<file path="src/rtl/sdoe_pkg.sv">
package sdoe_pkg;
  typedef enum logic [1:0] {
    OS_TRI  = 2'b00,
    OS_ACT  = 2'b01,
    OS_PARK = 2'b10
  } out_state_e;
endpackage

</file>
<file path="src/rtl/sdoe_sync.sv">
module sdoe_sync #(
  parameter int STAGES = 2
) (
  input  logic clk_i,
  input  logic rst_ni,
  input  logic d_i,
  output logic q_o
);
  logic [STAGES-1:0] ff_q;

  always_ff @(posedge clk_i or negedge rst_ni) begin
    if (!rst_ni) ff_q <= '0;
    else         ff_q <= {ff_q[STAGES-2:0], d_i};
  end

  assign q_o = ff_q[STAGES-1];
endmodule

</file>
<file path="src/rtl/sdoe_pin_decode.sv">
module sdoe_pin_decode (
  input  logic clk_i,
  input  logic rst_ni,
  input  logic pin_s_i,
  input  logic sd_mode_i,
  input  logic pol_i,
  output logic glb_sd_o,
  output logic park_req_o
);
  // pin away from its enabling level requests parking
  assign glb_sd_o   = sd_mode_i & pin_s_i;
  assign park_req_o = pin_s_i ^ pol_i;

  a_r4_sd_needs_mode: assert property (@(posedge clk_i) disable iff (!rst_ni)
    glb_sd_o |-> sd_mode_i);
  a_r5_sd_needs_pin: assert property (@(posedge clk_i) disable iff (!rst_ni)
    glb_sd_o |-> pin_s_i);
endmodule

</file>
<file path="src/rtl/sdoe_out_gate.sv">
module sdoe_out_gate
  import sdoe_pkg::*;
(
  input  logic       clk_i,
  input  logic       rst_ni,
  input  logic       glb_sd_i,
  input  logic       park_req_i,
  input  logic       pwr_en_i,
  input  logic       pin_sens_i,
  input  logic       diff_i,
  output logic [1:0] state_o,
  output logic       lvl_p_o,
  output logic       lvl_n_o
);
  out_state_e st;

  always_comb begin
    if (glb_sd_i)                      st = OS_PARK;
    else if (!pwr_en_i)                st = OS_TRI;
    else if (pin_sens_i && park_req_i) st = OS_PARK;
    else                               st = OS_ACT;
  end

  assign state_o = st;
  assign lvl_p_o = (st == OS_PARK) & diff_i;
  assign lvl_n_o = 1'b0;

  a_r10_no_code3: assert property (@(posedge clk_i) disable iff (!rst_ni)
    state_o != 2'b11);
  a_r9_idle_levels_low: assert property (@(posedge clk_i) disable iff (!rst_ni)
    (state_o != OS_PARK) |-> (!lvl_p_o && !lvl_n_o));
  a_r6_unpowered_tri: assert property (@(posedge clk_i) disable iff (!rst_ni)
    (!glb_sd_i && !pwr_en_i) |-> (state_o == OS_TRI));
  a_r7_insensitive_active: assert property (@(posedge clk_i) disable iff (!rst_ni)
    (!glb_sd_i && pwr_en_i && !pin_sens_i) |-> (state_o == OS_ACT));
  a_r4_shutdown_parks: assert property (@(posedge clk_i) disable iff (!rst_ni)
    glb_sd_i |-> (state_o == OS_PARK));
endmodule

</file>
<file path="src/rtl/sdoe_ctrl.sv">
module sdoe_ctrl #(
  parameter int NUM_OUT     = 4,
  parameter int SYNC_STAGES = 2
) (
  input  logic                 clk_i,
  input  logic                 rst_ni,
  input  logic                 ctl_pin_i,
  input  logic                 sd_mode_i,
  input  logic                 pol_i,
  input  logic [NUM_OUT-1:0]   pwr_en_i,
  input  logic [NUM_OUT-1:0]   pin_sens_i,
  input  logic [NUM_OUT-1:0]   diff_i,
  output logic [2*NUM_OUT-1:0] state_o,
  output logic [NUM_OUT-1:0]   lvl_p_o,
  output logic [NUM_OUT-1:0]   lvl_n_o,
  output logic                 glb_sd_o
);
  logic pin_s;
  logic park_req;

  sdoe_sync #(.STAGES(SYNC_STAGES)) u_sync (
    .clk_i (clk_i),
    .rst_ni(rst_ni),
    .d_i   (ctl_pin_i),
    .q_o   (pin_s)
  );

  sdoe_pin_decode u_dec (
    .clk_i     (clk_i),
    .rst_ni    (rst_ni),
    .pin_s_i   (pin_s),
    .sd_mode_i (sd_mode_i),
    .pol_i     (pol_i),
    .glb_sd_o  (glb_sd_o),
    .park_req_o(park_req)
  );

  for (genvar k = 0; k < NUM_OUT; k++) begin : g_out
    sdoe_out_gate u_gate (
      .clk_i     (clk_i),
      .rst_ni    (rst_ni),
      .glb_sd_i  (glb_sd_o),
      .park_req_i(park_req),
      .pwr_en_i  (pwr_en_i[k]),
      .pin_sens_i(pin_sens_i[k]),
      .diff_i    (diff_i[k]),
      .state_o   (state_o[2*k+1:2*k]),
      .lvl_p_o   (lvl_p_o[k]),
      .lvl_n_o   (lvl_n_o[k])
    );
  end
endmodule

</file>
<file path="config.mk">
export PLATFORM = sky130hd
export DESIGN_NAME = sdoe_ctrl
export DESIGN_NICKNAME = d
export VERILOG_FILES = /design/src/rtl/sdoe_pkg.sv /design/src/rtl/sdoe_sync.sv /design/src/rtl/sdoe_pin_decode.sv /design/src/rtl/sdoe_out_gate.sv /design/src/rtl/sdoe_ctrl.sv
export SDC_FILE = /design/constraint.sdc
export NUM_CORES = 1
export LEC_CHECK = 0
export ABC_AREA = 1
export BUFFER_PORTS_ARGS = -buffer_cell sky130_fd_sc_hd__buf_2
export CAP_MARGIN = 10
export CORE_AREA = 2 2 39 41
export DETAILED_ROUTE_END_ITERATION = 6
export DIE_AREA = 0 0 41 43
export PLACE_DENSITY_LB_ADDON = 0.3
export SETUP_SLACK_MARGIN = 0.5
export SKIP_CTS_REPAIR_TIMING = 1
export SLEW_MARGIN = 20
export SYNTH_ARGS = -nofsm -noshare
export SYNTH_HDL_FRONTEND = slang
export SYNTH_HIERARCHICAL = 1
export SYNTH_SLANG_ARGS = --single-unit
</file>
<file path="constraint.sdc">
create_clock -name clk_i -period 2.15 [get_ports clk_i]
set_input_delay 0.645 -clock clk_i [delete_from_list [all_inputs] [get_ports clk_i]]
set_output_delay 0.645 -clock clk_i [all_outputs]
set_load 0.05 [all_outputs]
</file>
==> flow_metrics.py <==
metrics = {
    "sta": {
        "max_freq_mhz": 490,
        "layout_min_cycle_time_ns": 2.04,
        "finalHoldViolCount": 0,
        "setup_ws_ns": 0.108,
        "hold_slack_ns": 0.200,
        "finalMaxSlewViolations": 0,
        "clock_skew_ns": 0.00115,
        "rsz0062_at_grt": "true",
        "fin_crit_sh_pct": 95.0,
        "setup_viol": 0,
    },
    "setup_path": {
        "critPathBufInv": 4,
        "critical_path_class": "primary input to primary output",
        "critPathCaptureType": "primary output",
        "crit_arrival_ns": 1.40,
        "cp_slowest_cell": "buf_6",
        "cp-start-kind": "primary input",
        "worst_path_largest_cell_delay_ns": 0.17,
        "crit_family": "buffers and inverters",
        "worst_ep_required_time_ns": 1.50,
        "crit_chain": "buf_8, nand2_8, clkinvlp_4, inv_2, nand2_2, a21oi_4, buf_6",
        "worstPathMaxFanout": 5,
    },
    "routing": {
        "ant_nets": 0,
        "remaining_drc_errors": 0,
        "totalWireLength_um": 942,
        "drtIter0Drc": 1,
        "firstDrtPassIters": 2,
        "vias": 401,
        "via_per_inst": 4.13,
        "post_drt_wl_per_cell_um": 9.71,
    },
    "grt": {
        "grt_pass1_wl_mm": 1.26,
        "grt_pass1_vias": 343,
        "antenna_found_initial": 0,
        "gr-total-overflow": 0,
        "grt_max_degree": 7,
        "grt_usage_pct": 10.7,
    },
    "outcome": {
        "status": "finished, final reports clean",
    },
    "final_layout": {
        "n_antenna_cell": 0,
        "largest_reg_flops": 2,
        "stdcell_area_um2": 835,
        "nFillCells": 133,
        "postLayoutCoreUtil_pct": 60.3,
        "regMostFlops": "u_sync/ff_q",
        "reg.largest.list": "u_sync/ff_q x2",
        "area_delta_synth_final_pct": 202,
        "final_nets": 100,
        "drive_above_1_share_pct": 87.7,
    },
    "floorplanning": {
        "core_um2": 1380,
        "fp.dieArea_um2": 1760,
        "io-pin-count": 34,
        "num_rows": 14,
        "die_x_um": 41,
        "die_h_um": 43,
        "initial_core_util_pct": 20.0,
    },
    "synthesis": {
        "synth_edf_count": 0,
        "avgSynthCellArea_um2": 6.14,
        "yosysMostFrequentCell": "nand2_1",
        "syn_nets": 62,
        "synth.area.top_cells": "dfrtp_1 18%, nand2_1 16%, nand3_2 14%, a21oi_2 13%, buf_4 11%",
        "async_flop_share_pct": 100,
        "yosysTopAreaCellShare_pct": 18.1,
        "ys_ff_latch": 2,
        "synth_warnings": 6,
        "yosysTopAreaCell": "dfrtp_1",
        "synthFlopType": "dfrtp_1",
        "yosys-top-cells-count": "12 x nand2_1, 7 x inv_1",
        "syn_inst": 45,
        "ys_seq_area_share_pct": 18.1,
        "synth_area_um2": 277,
        "yosysUniqueCellTypes": 9,
    },
    "clock_tree": {
        "cts.sinks": 2,
        "h-tree-depth": 1,
        "numCtsBuffers": 3,
        "cts_tree": "built",
        "path_clk_slew_ns": 0.03,
        "root_buffer": "clkbuf_4",
        "worstSkewPairLatency_ns": 0.22,
        "clk_path_buf_depth": 2,
    },
    "power_and_ir_drop": {
        "pwr-share-comb_pct": 65.4,
        "p_switching_w": 0.000167,
        "p_per_area_nw_per_um2": 435,
        "vdd_drop_max_v": 0.000323,
        "p_int_w": 0.000196,
        "p_clk_share_pct": 22.9,
        "p_sw_share_pct": 46.1,
        "power.leakage_nw": 0.386,
        "p_seq_share_pct": 11.7,
    },
    "place": {
        "place_congestion": 0.589,
        "preCtsSetupSlack_ns": -0.0527,
        "place_area_um2": 652,
        "hpwlAfterDp_um": 747,
        "port_buffers": 29,
    },
    "run": {
        "drv_cap": 0,
    },
    "hold_path": {
        "hold_path.class": "primary input to asynchronous set/reset pin",
    },
}
-- metrics by stage --
step,power (W),TNS (ns),std cells
2_1_floorplan,0.000178,-0.254,45
3_3_place_gp,0.000234,-0.213,93
3_5_place_dp,0.000236,-0.321,93
4_1_cts,0.000325,-0.339,96
5_1_grt,0.000388,0,97
6_report,0.000363,0,97
-- cell usage in the layout (no fill, tap or decap) --
cell type | netlist | final
buf_8 | 0 | 4
dfrtp_2 | 0 | 1
inv_2 | 4 | 5
clkinvlp_4 | 0 | 1
clkbuf_4 | 0 | 3
nand2_2 | 0 | 7
inv_1 | 7 | 5
buf_6 | 0 | 14
nand2_8 | 0 | 2
conb_1 | 4 | 4
dfrtp_1 | 2 | 1
nand2_4 | 0 | 3
a21oi_4 | 0 | 8
nand3_4 | 0 | 4
buf_4 | 4 | 2
buf_12 | 0 | 3
buf_2 | 0 | 14
-- final cells by class --
class / instances / area [um2] / area share, %
well taps: 16 / 20.0 / 2.40
clock buffers: 3 / 22.5 / 2.70
inverters: 11 / 45.0 / 5.40
flip-flops and latches: 2 / 51.3 / 6.15
multi-input cells: 28 / 333 / 39.9
repair buffers: 37 / 363 / 43.5
-- cell families (layout without fill, tap and decap cells) --
kind of cell | Yosys count | after routing | synth area share, %
buf+inv | 15 | 51 | 25.8
compound gates | 8 | 8 | 19.9
other cells | 4 | 4 | 5.43
flops | 2 | 2 | 18.1
simple gates | 16 | 16 | 30.8
-- power by group through the flow --
stage               sequential, W   clock, W  combinational [W]
floorplan               0.0000421          0           0.000136
global placement        0.0000423          0           0.000192
detailed placement      0.0000423          0           0.000194
CTS                     0.0000419  0.0000882           0.000194
global route            0.0000425  0.0000965           0.000249
finish                  0.0000423  0.0000831           0.000237
-- path summary, 6_finish.rpt --
path / from / to / slack [ns] / cells after the start
max: sd_mode_i / state_o[2] / 0.11 / 7
min: rst_ni / u_sync/ff_q[1] / 0.20 / 1
max reg2reg: u_sync/ff_q[0] / u_sync/ff_q[1] / 1.68 / 0
min reg2reg: u_sync/ff_q[0] / u_sync/ff_q[1] / 0.35 / 0
max in group asynchronous: rst_ni / u_sync/ff_q[1] / 1.84 / 1
min in group clk_i: u_sync/ff_q[0] / u_sync/ff_q[1] / 0.35 / 0
-- routing by layer --
layer	up-vias	track usage, %	share of wire, %
met5	-	0	0
met4	0	6.00	1.7
met3	2	3.66	9.3
met2	22	19.7	58
met1	176	9.00	30
li1	201	-	-
Note: power is estimated with default switching activity, not from simulation.
